## config.mk

```make
export PLATFORM = sky130hd
export DESIGN_NAME = prio_irq_ctrl
export DESIGN_NICKNAME = d
export VERILOG_FILES = /design/src/rtl/pic_pkg.sv /design/src/rtl/pic_req_capture.sv /design/src/rtl/pic_resolver.sv /design/src/rtl/pic_inservice.sv /design/src/rtl/pic_regs.sv /design/src/rtl/prio_irq_ctrl.sv
export SDC_FILE = /design/constraint.sdc
export NUM_CORES = 1
export LEC_CHECK = 0
export BUFFER_PORTS_ARGS = -buffer_cell sky130_fd_sc_hd__clkbuf_2
export CAP_MARGIN = 25
export CORE_AREA = 5 5 78 80
export CTS_BUF_LIST = sky130_fd_sc_hd__clkbuf_2 sky130_fd_sc_hd__clkbuf_4 sky130_fd_sc_hd__clkbuf_8
export CTS_CLUSTER_DIAMETER = 50
export DETAILED_ROUTE_END_ITERATION = 8
export DIE_AREA = 0 0 83 85
export GPL_TIMING_DRIVEN = 0
export PLACE_DENSITY = 0.77
export SYNTH_ARGS = -nofsm -noshare
export SYNTH_HDL_FRONTEND = slang
export SYNTH_SLANG_ARGS = --single-unit
```

## constraint.sdc

```tcl
create_clock -name clk_i -period 2.3 [get_ports clk_i]
set_clock_uncertainty 0.2 [all_clocks]
set_input_delay 0.23 -clock clk_i [delete_from_list [all_inputs] [get_ports clk_i]]
set_output_delay 0.23 -clock clk_i [all_outputs]
set_load 0.01 [all_outputs]
```

## src/rtl/pic_pkg.sv

```systemverilog
package pic_pkg;
  localparam int unsigned DW = 8;
  localparam int unsigned AW = 3;
  localparam int unsigned EOI_BIT = 5;

  typedef enum logic [AW-1:0] {
    A_PEND = 3'd0,
    A_MASK = 3'd1,
    A_SERV = 3'd2,
    A_MODE = 3'd3,
    A_BASE = 3'd4
  } reg_addr_e;
endpackage

```

## src/rtl/pic_req_capture.sv

```systemverilog
module pic_req_capture #(
  parameter int unsigned N = 8
) (
  input  logic         clk_i,
  input  logic         rst_ni,
  input  logic [N-1:0] irq_i,
  input  logic [N-1:0] level_i,
  input  logic [N-1:0] clr_i,
  output logic [N-1:0] irr_o
);
  logic [N-1:0] irq_q;
  logic [N-1:0] irr_q;

  always_ff @(posedge clk_i or negedge rst_ni) begin
    if (!rst_ni) irq_q <= '0;
    else         irq_q <= irq_i;
  end

  for (genvar g = 0; g < N; g++) begin : g_line
    logic rise;
    assign rise = irq_i[g] & ~irq_q[g];

    always_ff @(posedge clk_i or negedge rst_ni) begin
      if (!rst_ni)          irr_q[g] <= 1'b0;
      else if (level_i[g])  irr_q[g] <= irq_i[g] & ~clr_i[g];
      else                  irr_q[g] <= (irr_q[g] | rise) & ~clr_i[g];
    end

    // an edge-mode bit cannot appear without a fresh rising edge
    a_r2_edge_needs_rise: assert property (@(posedge clk_i) disable iff (!rst_ni)
      (!level_i[g] && !irr_q[g] && !(irq_i[g] && !irq_q[g])) |=> !irr_q[g]);
  end

  assign irr_o = irr_q;
endmodule

```

## src/rtl/pic_resolver.sv

```systemverilog
module pic_resolver #(
  parameter int unsigned N  = 8,
  parameter int unsigned LW = $clog2(N)
) (
  input  logic [N-1:0]  irr_i,
  input  logic [N-1:0]  imr_i,
  input  logic [N-1:0]  isr_i,
  output logic          req_o,
  output logic [LW-1:0] win_idx_o,
  output logic [N-1:0]  win_oh_o
);
  logic [N-1:0]  pend;
  logic          win_ok;
  logic          busy;
  logic [LW-1:0] top_idx;

  always_comb begin
    pend      = irr_i & ~imr_i;
    win_ok    = 1'b0;
    win_idx_o = '0;
    busy      = 1'b0;
    top_idx   = '0;
    // scan downward so the lowest index is taken last
    for (int i = N - 1; i >= 0; i--) begin
      if (pend[i]) begin
        win_ok    = 1'b1;
        win_idx_o = LW'(i);
      end
      if (isr_i[i]) begin
        busy    = 1'b1;
        top_idx = LW'(i);
      end
    end
    req_o    = win_ok && (!busy || (win_idx_o < top_idx));
    win_oh_o = '0;
    if (win_ok) win_oh_o[win_idx_o] = 1'b1;
  end
endmodule

```

## src/rtl/pic_inservice.sv

```systemverilog
module pic_inservice #(
  parameter int unsigned N = 8
) (
  input  logic         clk_i,
  input  logic         rst_ni,
  input  logic         ack_i,
  input  logic         spur_i,
  input  logic [N-1:0] set_oh_i,
  input  logic         eoi_i,
  output logic [N-1:0] isr_o
);
  logic [N-1:0] isr_q;
  logic [N-1:0] low_bit;
  logic [N-1:0] isr_d;

  always_comb begin
    low_bit = isr_q & (~isr_q + 1'b1);
    isr_d   = isr_q;
    if (eoi_i) isr_d = isr_d & ~low_bit;
    if (ack_i) isr_d = isr_d | set_oh_i;
  end

  always_ff @(posedge clk_i or negedge rst_ni) begin
    if (!rst_ni) isr_q <= '0;
    else         isr_q <= isr_d;
  end

  assign isr_o = isr_q;

  // an accepted acknowledge leaves its level in service
  a_r7_ack_sets_level: assert property (@(posedge clk_i) disable iff (!rst_ni)
    ack_i |=> ((isr_q & $past(set_oh_i)) == $past(set_oh_i)));

  // a spurious acknowledge with no command leaves the register alone
  a_r8_spurious_hold: assert property (@(posedge clk_i) disable iff (!rst_ni)
    (spur_i && !eoi_i) |=> $stable(isr_q));

  // end-of-service alone releases at most one level
  a_r9_eoi_drops_one: assert property (@(posedge clk_i) disable iff (!rst_ni)
    (eoi_i && !ack_i && (isr_q != '0)) |=> ($countones(isr_q) + 1 == $countones($past(isr_q))));
endmodule

```

## src/rtl/pic_regs.sv

```systemverilog
module pic_regs
  import pic_pkg::*;
#(
  parameter int unsigned N  = 8,
  parameter int unsigned LW = $clog2(N)
) (
  input  logic          clk_i,
  input  logic          rst_ni,
  input  logic          cs_ni,
  input  logic          rd_ni,
  input  logic          wr_ni,
  input  logic [AW-1:0] addr_i,
  input  logic [DW-1:0] wdata_i,
  input  logic          inta_ni,
  input  logic [N-1:0]  irr_i,
  input  logic [N-1:0]  isr_i,
  input  logic          req_i,
  input  logic [LW-1:0] win_idx_i,
  output logic [N-1:0]  imr_o,
  output logic [N-1:0]  level_o,
  output logic          eoi_o,
  output logic          ack_o,
  output logic          spur_o,
  output logic [DW-1:0] rdata_o
);
  localparam int unsigned BW = DW - LW;

  logic [N-1:0]  imr_q;
  logic [N-1:0]  mode_q;
  logic [BW-1:0] base_q;
  logic          wr_en;
  logic          rd_en;
  logic [LW-1:0] vec_lvl;
  logic [DW-1:0] rd_mux;
  reg_addr_e     sel;

  assign sel   = reg_addr_e'(addr_i);
  assign wr_en = !cs_ni && !wr_ni;
  assign rd_en = !cs_ni && !rd_ni;
  assign eoi_o = wr_en && (sel == A_PEND) && wdata_i[EOI_BIT];
  assign ack_o  = !inta_ni && req_i;
  assign spur_o = !inta_ni && !req_i;

  always_ff @(posedge clk_i or negedge rst_ni) begin
    if (!rst_ni) begin
      imr_q  <= '1;
      mode_q <= '0;
      base_q <= '0;
    end else if (wr_en) begin
      case (sel)
        A_MASK:  imr_q  <= wdata_i[N-1:0];
        A_MODE:  mode_q <= wdata_i[N-1:0];
        A_BASE:  base_q <= wdata_i[DW-1:LW];
        default: ;
      endcase
    end
  end

  assign vec_lvl = req_i ? win_idx_i : '1;

  always_comb begin
    rd_mux = '0;
    case (sel)
      A_PEND:  rd_mux[N-1:0] = irr_i;
      A_MASK:  rd_mux[N-1:0] = imr_q;
      A_SERV:  rd_mux[N-1:0] = isr_i;
      A_MODE:  rd_mux[N-1:0] = mode_q;
      A_BASE:  rd_mux[DW-1:LW] = base_q;
      default: rd_mux = '0;
    endcase
    if (!inta_ni)   rdata_o = {base_q, vec_lvl};
    else if (rd_en) rdata_o = rd_mux;
    else            rdata_o = '0;
  end

  assign imr_o   = imr_q;
  assign level_o = mode_q;

  // port is silent when not selected and not acknowledging
  a_r10_idle_bus: assert property (@(posedge clk_i) disable iff (!rst_ni)
    (cs_ni && inta_ni) |-> (rdata_o == '0));
endmodule

```

## src/rtl/prio_irq_ctrl.sv

```systemverilog
module prio_irq_ctrl
  import pic_pkg::*;
#(
  parameter int unsigned N_IRQ = 8
) (
  input  logic             clk_i,
  input  logic             rst_ni,
  input  logic [N_IRQ-1:0] irq_i,
  input  logic             cs_ni,
  input  logic             rd_ni,
  input  logic             wr_ni,
  input  logic [AW-1:0]    addr_i,
  input  logic [DW-1:0]    wdata_i,
  output logic [DW-1:0]    rdata_o,
  input  logic             inta_ni,
  output logic             int_o
);
  localparam int unsigned LW = $clog2(N_IRQ);

  logic [N_IRQ-1:0] irr, isr, imr, level, win_oh, clr;
  logic [LW-1:0]    win_idx;
  logic             req, ack, spur, eoi;

  assign clr = ack ? win_oh : '0;

  pic_req_capture #(.N(N_IRQ)) u_cap (
    .clk_i(clk_i), .rst_ni(rst_ni), .irq_i(irq_i),
    .level_i(level), .clr_i(clr), .irr_o(irr)
  );

  pic_resolver #(.N(N_IRQ), .LW(LW)) u_res (
    .irr_i(irr), .imr_i(imr), .isr_i(isr),
    .req_o(req), .win_idx_o(win_idx), .win_oh_o(win_oh)
  );

  pic_inservice #(.N(N_IRQ)) u_srv (
    .clk_i(clk_i), .rst_ni(rst_ni), .ack_i(ack), .spur_i(spur),
    .set_oh_i(win_oh), .eoi_i(eoi), .isr_o(isr)
  );

  pic_regs #(.N(N_IRQ), .LW(LW)) u_regs (
    .clk_i(clk_i), .rst_ni(rst_ni), .cs_ni(cs_ni), .rd_ni(rd_ni),
    .wr_ni(wr_ni), .addr_i(addr_i), .wdata_i(wdata_i), .inta_ni(inta_ni),
    .irr_i(irr), .isr_i(isr), .req_i(req), .win_idx_i(win_idx),
    .imr_o(imr), .level_o(level), .eoi_o(eoi), .ack_o(ack),
    .spur_o(spur), .rdata_o(rdata_o)
  );

  assign int_o = req;

  // output only with an unmasked pending level behind it
  a_r4_masked_silent: assert property (@(posedge clk_i) disable iff (!rst_ni)
    int_o |-> ((irr & ~imr) != '0));

  // an accepted level leaves the pending register
  a_r7_ack_clears_pend: assert property (@(posedge clk_i) disable iff (!rst_ni)
    (ack && !(level & win_oh)) |=> ((irr & $past(win_oh)) == '0));
endmodule

```

# Word level (Yosys, flattened, before mapping)
# Cells that the tools add are included.
# word_totals
ff_bits,45
word_cells,144
out_inout_bits,9
# classes
eq_ne,4
n_reduce_logical,17
order_cmp,3
bitwise_logic,55
n_mux,51
addsub,1
# op_table
cell,n
two-way mux 3 bit,17
two-way mux 8 bit,6
two-way mux 1 bit,25
case mux 5 bit (5 select lines),1
bitwise AND 1 bit,24
bitwise AND 8 bit,3
inverter 8 bit,3
inverter 1 bit,16
case mux 3 bit (4 select lines),1
adder 8 x 1 -> 8 bit (second input constant),1
OR 1 bit,8
OR 8 bit,1
logical AND 1 bit,7
equality test 3 x 2 -> 1 bit (second input constant),2
AND reduction 2 bit,3
zero test 1 bit,5
< comparator 3 x 4 -> 1 bit (second input constant),1
demux 1 bit (select 3 bit),1
equality test 3 x 1 -> 1 bit (second input constant),1
equality test 3 bit (second input constant),1
greater-or-equal comparator 3 x 1 -> 1 bit (second input constant),1
zero test 3 bit,1
< comparator 3 bit,1
logical OR 1 bit,1

# Depth between registers and ports, before layout
# Gate-level depths: netlist (run 1).
# depth
word_depth,19
ltp_mapped,10
depth_no_buf,9

# Hierarchy
# A second synthesis (run 1) with hierarchy kept.
# unflattened
cells_unflattened,233
hier_area_um2,2561.2
# modules_own_cells
module,area_each_um2,instances,cells_per_inst,seq_area_each_um2
pic_regs,1232.4,1,90,535.5
pic_req_capture,599.3,1,48,400.4
pic_resolver,346.6,1,58,0.0
pic_inservice,332.8,1,29,200.2
prio_irq_ctrl,50.0,1,8,0.0

# Worst setup path after synthesis (run 1)
# OpenSTA, ideal clock, no wires.
# synth_timing
path_type,register to output
from,reg u_regs.imr_q[0] (netlist: u_regs.imr_o[0])
to,out rdata_o[0]
arrival_time_ps,2139
slack_ps,-269
path_stages_with_launch,9
cell_sequence,dfstp_2 > nand2b_1 > o21ai_1 > a211oi_1 > ha_1 > a211oi_1 > o21ai_0 > a21oi_2 > a31oi_1
# synth_between
elab_chain_len,8
# synth_lines
element,line,text
"start, declared",pic_regs.sv:28,logic [N-1:0] imr_q;
"start signal, assigned",pic_regs.sv:51,A_MASK: imr_q <= wdata_i[N-1:0];
inverter 8 bit,pic_resolver.sv:18,pend = irr_i & ~imr_i;
bitwise AND 8 bit,pic_resolver.sv:18,
two-way mux 3 bit,pic_resolver.sv:25,if (pend[i]) begin
< comparator 3 bit,pic_resolver.sv:34,req_o = win_ok && (!busy || (win_idx_o < top_idx));
logical OR 1 bit,pic_resolver.sv:34,
logical AND 1 bit,pic_resolver.sv:34,
two-way mux 3 bit,pic_regs.sv:59,assign vec_lvl = req_i ? win_idx_i : '1;
two-way mux 8 bit (*),pic_regs.sv:71,"if (!inta_ni) rdata_o = {base_q, vec_lvl};"
"end, declared",prio_irq_ctrl.sv:14,"output logic [DW-1:0] rdata_o,"
# Every way passes the cells marked *; elsewhere a longest branch is shown, timed or not.

# Worst setup path after layout (run 1)
# layout_timing
from,reg u_srv.isr_q[7] (netlist: u_srv.isr_o[7])
to,out int_o
# layout_between
elab_chain_len,11
# layout_lines
element,line,text
"start, declared",pic_inservice.sv:12,logic [N-1:0] isr_q;
"start signal, assigned",pic_inservice.sv:25,else isr_q <= isr_d;
two-way mux 3 bit or two-way mux 1 bit (tied branches) (8 in series),pic_resolver.sv:29,if (isr_i[i]) begin
< comparator 3 bit or zero test 1 bit (tied branches),pic_resolver.sv:34,
logical OR 1 bit (*),pic_resolver.sv:34,
logical AND 1 bit (*),pic_resolver.sv:34,
"end, declared",prio_irq_ctrl.sv:16,output logic int_o
# Marks and branches as above.

==> results.md, run 1 <==
Yosys:
- The fraction of registers with async set or reset after synthesis is 100%.
- The number of synthesized register bits is 45.
- The cell count after synthesis is 197.
- The post-synthesis area per instance is 11.8 um^2.
- Yosys printed 0 warnings.
- The total nets after synthesis is 224.
- The most used flip-flop cell after synthesis is dfrtp_1.
- The area of the mapped netlist is between 2000 and 2500 um^2.
- The number of distinct library cells after synthesis is 42.
- The number of enable flip-flop cells after synthesis is 0.
- After synthesis, flip-flops and latches occupy 48.8% of the total area.

Detailed routing:
- The post-detailed-route wirelength per cell is approximately 19 um.
- The count of nets left with antenna violations once routing finished came out at 0.
- The total iterations of the first detailed-routing run is 4.
- The count of routing violations after the opening detailed-route iteration is between 150 and 200.
- The via count of the routed design is ~2,000.
- The number of remaining DRC errors is 0.
- Wires add up to 6350 um.
- Using the TritonRoute via totals, the vias-per-cell ratio works out to 5.88.

STA:
- In the finished design, the share of the clock period the worst path needs comes to 123%.
- The number of slew-limit violations in the final report was 0.
- On the final layout, the worst hold slack is 0.0743 ns.
- Setup slack on the critical path of the routed design comes to -0.537 ns.
- Setup repair after global routing could not meet its margin everywhere.
- The clock period minus final worst setup slack is ~2.8 ns.
- The relative slew slack is 52.7%.
- Setup violations remaining at the end of the flow were counted as 20.
- The slew at the pin closest to its max-slew limit is about 0.7 ns.
- Derived from the worst setup path, the maximum achievable clock frequency is 353 MHz.
- The final-report hold violation count is 0.

Clocking:
- The CTS H-tree depth is 2.
- The root buffer cell chosen for the clock tree is clkbuf_8.
- The tree built by TritonCTS fans out to 45 sinks.
- In this run, CTS created clock tree buffers numbering 5.
- After clock tree synthesis, the clock-pin slew on the worst setup and hold paths is 0.09 ns.
- Counting along the longest clock path gives a buffer depth of 2.
- The insertion delay to the later sink of the worst-skew pair is ~0.30 ns.
- The TritonCTS clock tree is built.

Setup path:
- The element type at the critical path start is a register.
- The most critical setup path has its startpoint at u_srv.isr_o[7].
- The worst register-to-register path begins at u_regs.imr_o[4].
- The required arrival time at the worst endpoint is 1.87 ns.
- By startpoint and endpoint, the worst setup path is classified as register to output port.
- The endpoint type of the worst setup path is an output port.
- The data arrival time at the worst-slack endpoint is 2.41 ns.
- Along the worst path, the maximum fanout reaches 5.

Min path:
- The type of the tightest min-delay check is input port to register.
- In this run the most critical hold path is launched from wdata_i[5].

Floorplan:
- The area of the core region is between 5000 and 6000 um^2.
- For this design the top-level I/O count stands at 34.
- The overall die area is around 7100 um^2.
- The starting density of the core is 43.6%.
- The floorplan step set the die width to 83 um.
- The initialized floorplan defines 27 standard-cell rows.
- Measured along the y axis, the die boundary spans around 85 um.

Place:
- Routability-driven placement finished with a final weighted congestion of 0.896.
- The count of input and output buffers is 33.
- Once detailed placement completed, the half-perimeter wirelength came to 4150 um.
- Counting tap cells, the placed design contains a total of ~300 instances.

Global routing:
- In the global route stage, overall resource usage came out at between 15 and 20%.
- The initial antenna violation count came to 0.
- The first global-routing pass estimated 9990 um of wire.
- Entering global routing, the biggest net connects 27 pins.
- Global routing finished with a remaining overflow of 0.
- The via count of the first global-routing pass is 1,996.

Cells and area:
- Of the cells placed in the final design, the portion with a size suffix greater than 1 is 48.5%.
- The final-stage net count is 296.
- 0 antenna diodes ended up in the layout.
- The final cell count without fillers is 342.
- In the layout the commonest cells are 32 x dfrtp_1, 31 x clkbuf_2, 21 x mux2_2, 16 x a21oi_1, 16 x dlygate4sd3_1.
- The most common cell after layout, fill and taps aside is dfrtp_1.
- Compared with the post-synthesis result, the final layout area differs by 35.3%.

Job:
- The max-capacitance violation count is 0.

Status:
- The checks that failed: negative setup slack.
- The run finished, with violations left.

Pwr:
- The power density over the cells is about 1100 nW/um^2.
- The static leakage is 0.00131 uW.
- The maximum resistive drop on vdd is 608 uV.
==> critical path, cell delays in order, from the launching register on <==
cell	delay, ns
dfrtp_2	0.46
buf_4	0.15
o41ai_2	0.38
ha_1	0.32
a211oi_2	0.23
o21ai_2	0.12
o21ai_2	0.17
and2_1	0.15
buf_2	0.12
==> synthesized netlist by cell type, drive strengths merged (3+ instances only) <==
| cell type | count | area [um^2] |
|---|---|---|
| inv | 11 | 41.3 |
| dfrtp | 37 | 926 |
| nand2b | 6 | 37.5 |
| a32o | 5 | 50.1 |
| dfstp | 8 | 210 |
| a22o | 6 | 52.6 |
| a21oi | 18 | 93.8 |
| mux2 | 21 | 236 |
| nand3 | 4 | 20.0 |
| mux4 | 8 | 180 |
| nor2 | 11 | 43.8 |
| nor4 | 3 | 33.8 |
| o21ai | 11 | 55.1 |
| nor3 | 4 | 25.0 |
| nand3b | 3 | 22.5 |
| a21boi | 6 | 45.0 |
| nor2b | 5 | 31.3 |
==> through the flow <==
stage	utilization, %	TNS [ns]	setup slack, ns	total power, uW	instance area, um^2
global route	59.0	-6.93	-0.645	3510	3150
floorplan	-	-0.0939	-0.0452	1970	2380
finish	59.0	-4.93	-0.537	3340	3150
detailed placement	49.9	-4.20	-0.478	2300	2660
global placement	49.3	-3.32	-0.453	2250	2630
CTS	57.6	-2.86	-0.482	3170	3080
==> flip-flops by register name, indices dropped and copies added, names as in the netlist <==
signal	flops
u_cap.irq_q	8
u_cap.irr_o	8
u_regs.base_q	5
u_regs.imr_o	8
u_regs.level_o	8
u_srv.isr_o	8
==> report_power, final <==
part	switching [uW]	internal [uW]	total (uW)
logic	707	736	1440
clock network	279	353	632
registers	240	1020	1260
total	1230	2110	3340
==> logic make-up after synthesis <==
| family | Yosys count | share of synthesized area [%] |
|---|---|---|
| AO/OA/AOI/OAI | 61 | 18.1 |
| buffers and inverters | 15 | 2.53 |
| flip-flops | 45 | 48.8 |
| adder cells (fa/ha/maj) | 2 | 1.08 |
| multiplexers | 29 | 17.9 |
| AND/OR/NAND/NOR | 45 | 11.6 |
==> area by class of cell <==
cell class,count,area (um^2)
fillers,448,2190
clock buffers,6,82.6
flip-flops and latches,45,1140
repair buffers,66,469
plain buffers,3,12.5
clock inverters,2,37.5
multi-input cells,137,1270
inverters,11,41.3
well taps,72,90.1
==> per-layer routing <==
| metal | vias to the layer above | track usage (%) | wire [um] |
|---|---|---|---|
| met4 | 0 | 7.43 | 157 |
| met2 | 92 | 28.3 | 3190 |
| met3 | 19 | 3.50 | 392 |
| met5 | - | 0 | 0 |
| li1 | 895 | - | - |
| met1 | 1004 | 23.3 | 2610 |
==> repair_timing <==
action | in CTS | in global routing
hold buffers | 16 | 0
resized for setup | 19 | 12
endpoints found under the hold margin | 41 | 0
setup endpoints to repair | 20 | 22
buffers inserted | 8 | 7
pin swaps | 9 | 9
==> final timing paths <==
path / to / slack [ns] / cells past startpoint
setup / recovery: int_o / -0.54 / 8
hold / removal: u_regs.base_q[2] / 0.07 / 2
setup reg to reg: u_srv.isr_o[3] / -0.23 / 10
hold reg to reg: u_regs.base_q[4] / 0.32 / 1
max in group asynchronous: u_regs.imr_o[4] / 1.06 / 3
min in group asynchronous: u_regs.base_q[0] / 0.24 / 2
Power figures use the tool's default switching activity.
==> inputs of run 2 (changes only) <==
--- a/config.mk
+++ b/config.mk
@@ -14,6 +14,8 @@
 export DIE_AREA = 0 0 83 85
 export GPL_TIMING_DRIVEN = 0
 export PLACE_DENSITY = 0.77
+export REMOVE_ABC_BUFFERS = 1
 export SYNTH_ARGS = -nofsm -noshare
 export SYNTH_HDL_FRONTEND = slang
 export SYNTH_SLANG_ARGS = --single-unit
+export TNS_END_PERCENT = 30
==> run 2 against run 1 <==
The flow still finishes with violations (negative setup slack). Register-to-register slack got worse by 0.20 ns. Clock-buffer cell count fell by 1. Die area did not move. Largest power group unchanged. Combinational power rose by 15%. Sequential share of layout area fell by 0.66 points. Clock power fell by 0.9%. Routed wire length rose by 12%. Utilization rose by 0.96 points. Flip-flop and latch count did not move.
==> results.md, run 2 (synthesized netlist as in run 1, its figures left out) <==
Global routing:
- The maximum number of pins on one net before global-route repair was 26 (-3.7%).
- The via count of the first global-routing pass was 2,127 (+6.6%).
- The initial antenna violation count is 0 (unchanged).
- The overall global routing resource usage is 19.3% (+1.7 points).
- The first-pass GRT wire length is 10,900 um (+8.6%).
- The overall overflow remaining after global route was 0 (unchanged).

Cells and area:
- The share of post-route cells with drive strength above 1 is 49.8% (+1.3 points).
- The synthesis-to-layout area growth is 37.5%.
- The area of all placed cells without fillers was 3200 um^2 (+1.6%).
- The final core utilization came to 59.9% (+0.96 points).
- The final-stage net count was 297 (+0.34%).
- The diode insertion count for antenna repair was 0 (unchanged).
- In the layout the commonest cells are 34 x dfrtp_1, 31 x clkbuf_2, 21 x mux2_2, 17 x buf_4, 16 x dlygate4sd3_1.
- Leaving out fill and tap cells, the most frequent cell in the layout is dfrtp_1.

Min path:
- The cell depth of the worst min-delay path came to 2 (unchanged).
- The worst hold path belongs to the class input port to register.
- The terminating pin of the worst hold path is u_regs.imr_o[5].
- In this run the most critical hold path is launched from wdata_i[5].

Floorplan:
- The vertical extent of the die was 85 um (unchanged).
- The total number of placement rows is 27 (unchanged).
- The die span in x is 83 um (unchanged).
- The top-level port count is 34 (unchanged).
- The starting density of the core is 43.6% (unchanged).
- The overall die area came to 7060 um^2 (unchanged).
- The area of the core region is 5340 um^2 (unchanged).

Clocking:
- The total CTS buffers is 5 (unchanged).
- The CTS H-tree depth is 2 (unchanged).
- The number of clock sinks is 45 (unchanged).
- The root buffer cell chosen for the clock tree is clkbuf_8.
- The insertion delay to the later sink of the worst-skew pair was 0.31 ns (about the same).
- The number of buffers between clock root and the deepest sink came to 2 (unchanged).
- The clock transition at the registers of the reported paths came to 0.09 ns (about the same).
- The TritonCTS clock tree is built.

Detailed routing:
- The ratio of routed vias to standard cells is 6.14 (+4.5%).
- The final wirelength is 7130 um (+12%).
- The detailed-routed wire length on met2 is 3550 um (+11%).
- The met1 routed wirelength after detailed routing is 2780 um (+6.6%).
- The count of routing violations after the opening detailed-route iteration is 270 (+47%).
- The post-detailed-route wirelength per cell was 20.8 um (+12%).
- The wire length on met3 is 496 um (+27%).
- The via count of the routed design was 2,106 (+4.8%).
- The total iterations of the first detailed-routing run came to 5 (+1).
- The number of remaining DRC errors came to 0 (unchanged).
- After detailed routing, no signal wire sits above met4.
- The number of nets with antenna violations after routing is 0 (unchanged).

Job:
- The max-capacitance violation count is 0 (unchanged).

Pwr:
- The power density over the cells is 1110 nW/um^2 (+4.8%).
- The maximum resistive drop on vdd is 518 uV (-15%).
- The static leakage is 0.00134 uW (+2.2%).
- The overall power after layout is 3550 uW (+6.5%).

STA:
- The number of setup violations in the final report is 20 (unchanged).
- The aggregate negative setup slack is -7.11 ns (-2.18 ns).
- The relative slew slack is 33.9% (-19 points).
- The hold slack is 0.0491 ns (-0.0251 ns).
- The period utilization is 132% (+8.4 points).
- The least setup slack across all paths after layout came to -0.731 ns (-0.194 ns).
- The slew at the pin closest to its max-slew limit is 0.983 ns (+0.280 ns).
- The clock period minus final worst setup slack was 3.03 ns (+0.194 ns).
- The highest attainable clock frequency was 330 MHz (-6.4%).
- The final-report hold violation count is 0 (unchanged).
- Setup repair after global routing could not meet its margin everywhere.
- The number of slew-limit violations in the final report came to 0 (unchanged).

Place:
- The routability congestion estimate from global placement came to 0.832 (-7.1%).
- The post-DP HPWL is 4110 um (-0.88%).
- The count of input and output buffers came to 33 (unchanged).
- The post-detailed-placement cell area was 2600 um^2 (-2.3%).

Setup path:
- The category of the critical setup timing path is register to output port.
- The capture point of the worst reg-to-reg path is u_srv.isr_o[6].
- The source of the worst register-to-register timing path is u_regs.imr_o[4].
- The setup slack on the worst flop-to-flop path is -0.43 ns (-0.20 ns).
- The number of cells on the worst reg-to-reg path is 12 (+2).
- The required arrival time at the worst endpoint came to 1.87 ns (about the same).
- The maximum fanout encountered on the critical timing path is 3 (-2).
- The endpoint type of the worst setup path is an output port.
- STA classifies the critical path startpoint as a register.
- For this design, the slowest cell found on the critical path is dfstp_2.
- The data arrival time at the worst-slack endpoint is 2.60 ns (+0.19 ns).
- The largest stage delay on the critical path is 0.58 ns (+0.12 ns).
- Walking the worst path, the cells encountered are nor2b_4 > nor2_4 > buf_6 > a211oi_2 > ha_1 > a211oi_2 > o21ai_2 > o21ai_2 > o211ai_1 > clkbuf_2.

Status:
- The flow ran to the end, but the final reports show violations.
- The checks that failed: negative setup slack.
[run 2: cell count changes in the layout (fill, tap and decap cells not counted), sizes merged]
cell,delta
clkbuf,-3
clkinv,+1
buf,+3
[run 2: critical path, delay by kind of cell, from the launching register on]
| family | cells | cell delay [ns] |
|---|---|---|
| AO/OA/AOI/OAI | 5 | 0.86 |
| flip-flops | 1 | 0.58 |
| AND/OR/NAND/NOR | 2 | 0.22 |
| adder cells (fa/ha/maj) | 1 | 0.36 |
| buffers and inverters | 2 | 0.27 |
[run 2: per-stage QoR]
step / cells / worst slack, ns
floorplan: 193 / -0.269
global placement: 298 / -0.703
detailed placement: 300 / -0.766
CTS: 334 / -0.517
global route: 343 / -0.742
finish: 343 / -0.731
[run 2: final cells by class]
| class | count | area [um^2] |
|---|---|---|
| clock buffer | 5 | 68.8 |
| clock inverter | 3 | 46.3 |
| fill | 414 | 2140 |
| inverter | 11 | 41.3 |
| multi-input combinational | 137 | 1290 |
| sequential | 45 | 1140 |
| tap | 72 | 90.1 |
| timing repair buffer | 70 | 518 |
[run 2: how the worst max path moves through the flow]
| stage | from | endpoint | slack (ns) | depth (start not counted) |
|---|---|---|---|---|
| after floorplan | u_regs.imr_o[0] | rdata_o[0] | -0.27 | 8 |
| after global placement | u_regs.imr_o[0] | rdata_o[0] | -0.70 | 9 |
| after detailed placement | u_regs.imr_o[0] | rdata_o[0] | -0.77 | 9 |
| after CTS | u_regs.imr_o[2] | rdata_o[1] | -0.52 | 9 |
| after global routing | u_regs.imr_o[4] | rdata_o[0] | -0.74 | 11 |
| final | u_regs.imr_o[4] | rdata_o[1] | -0.73 | 10 |
[run 2: repair_timing]
action,CTS,global route
pin swaps,14,11
endpoints found under the setup margin,25,20
setup buffers,10,9
hold buffers,16,0
endpoints found under the hold margin,42,0
gates resized for setup,30,22
gates cloned,0,0
[run 2: metal layers]
layer | GRT usage, % | vias up
met3 | 4.08 | 31
met4 | 8.47 | 0
met1 | 24.1 | 1057
li1 | - | 901
met2 | 32.2 | 117
met5 | 0 | -
[run 2: report_power, final]
part | leakage [uW] | switching (uW) | internal [uW]
registers | 0.000520 | 250 | 1020
logic | 0.000769 | 841 | 818
clock network | 0.0000543 | 301 | 325
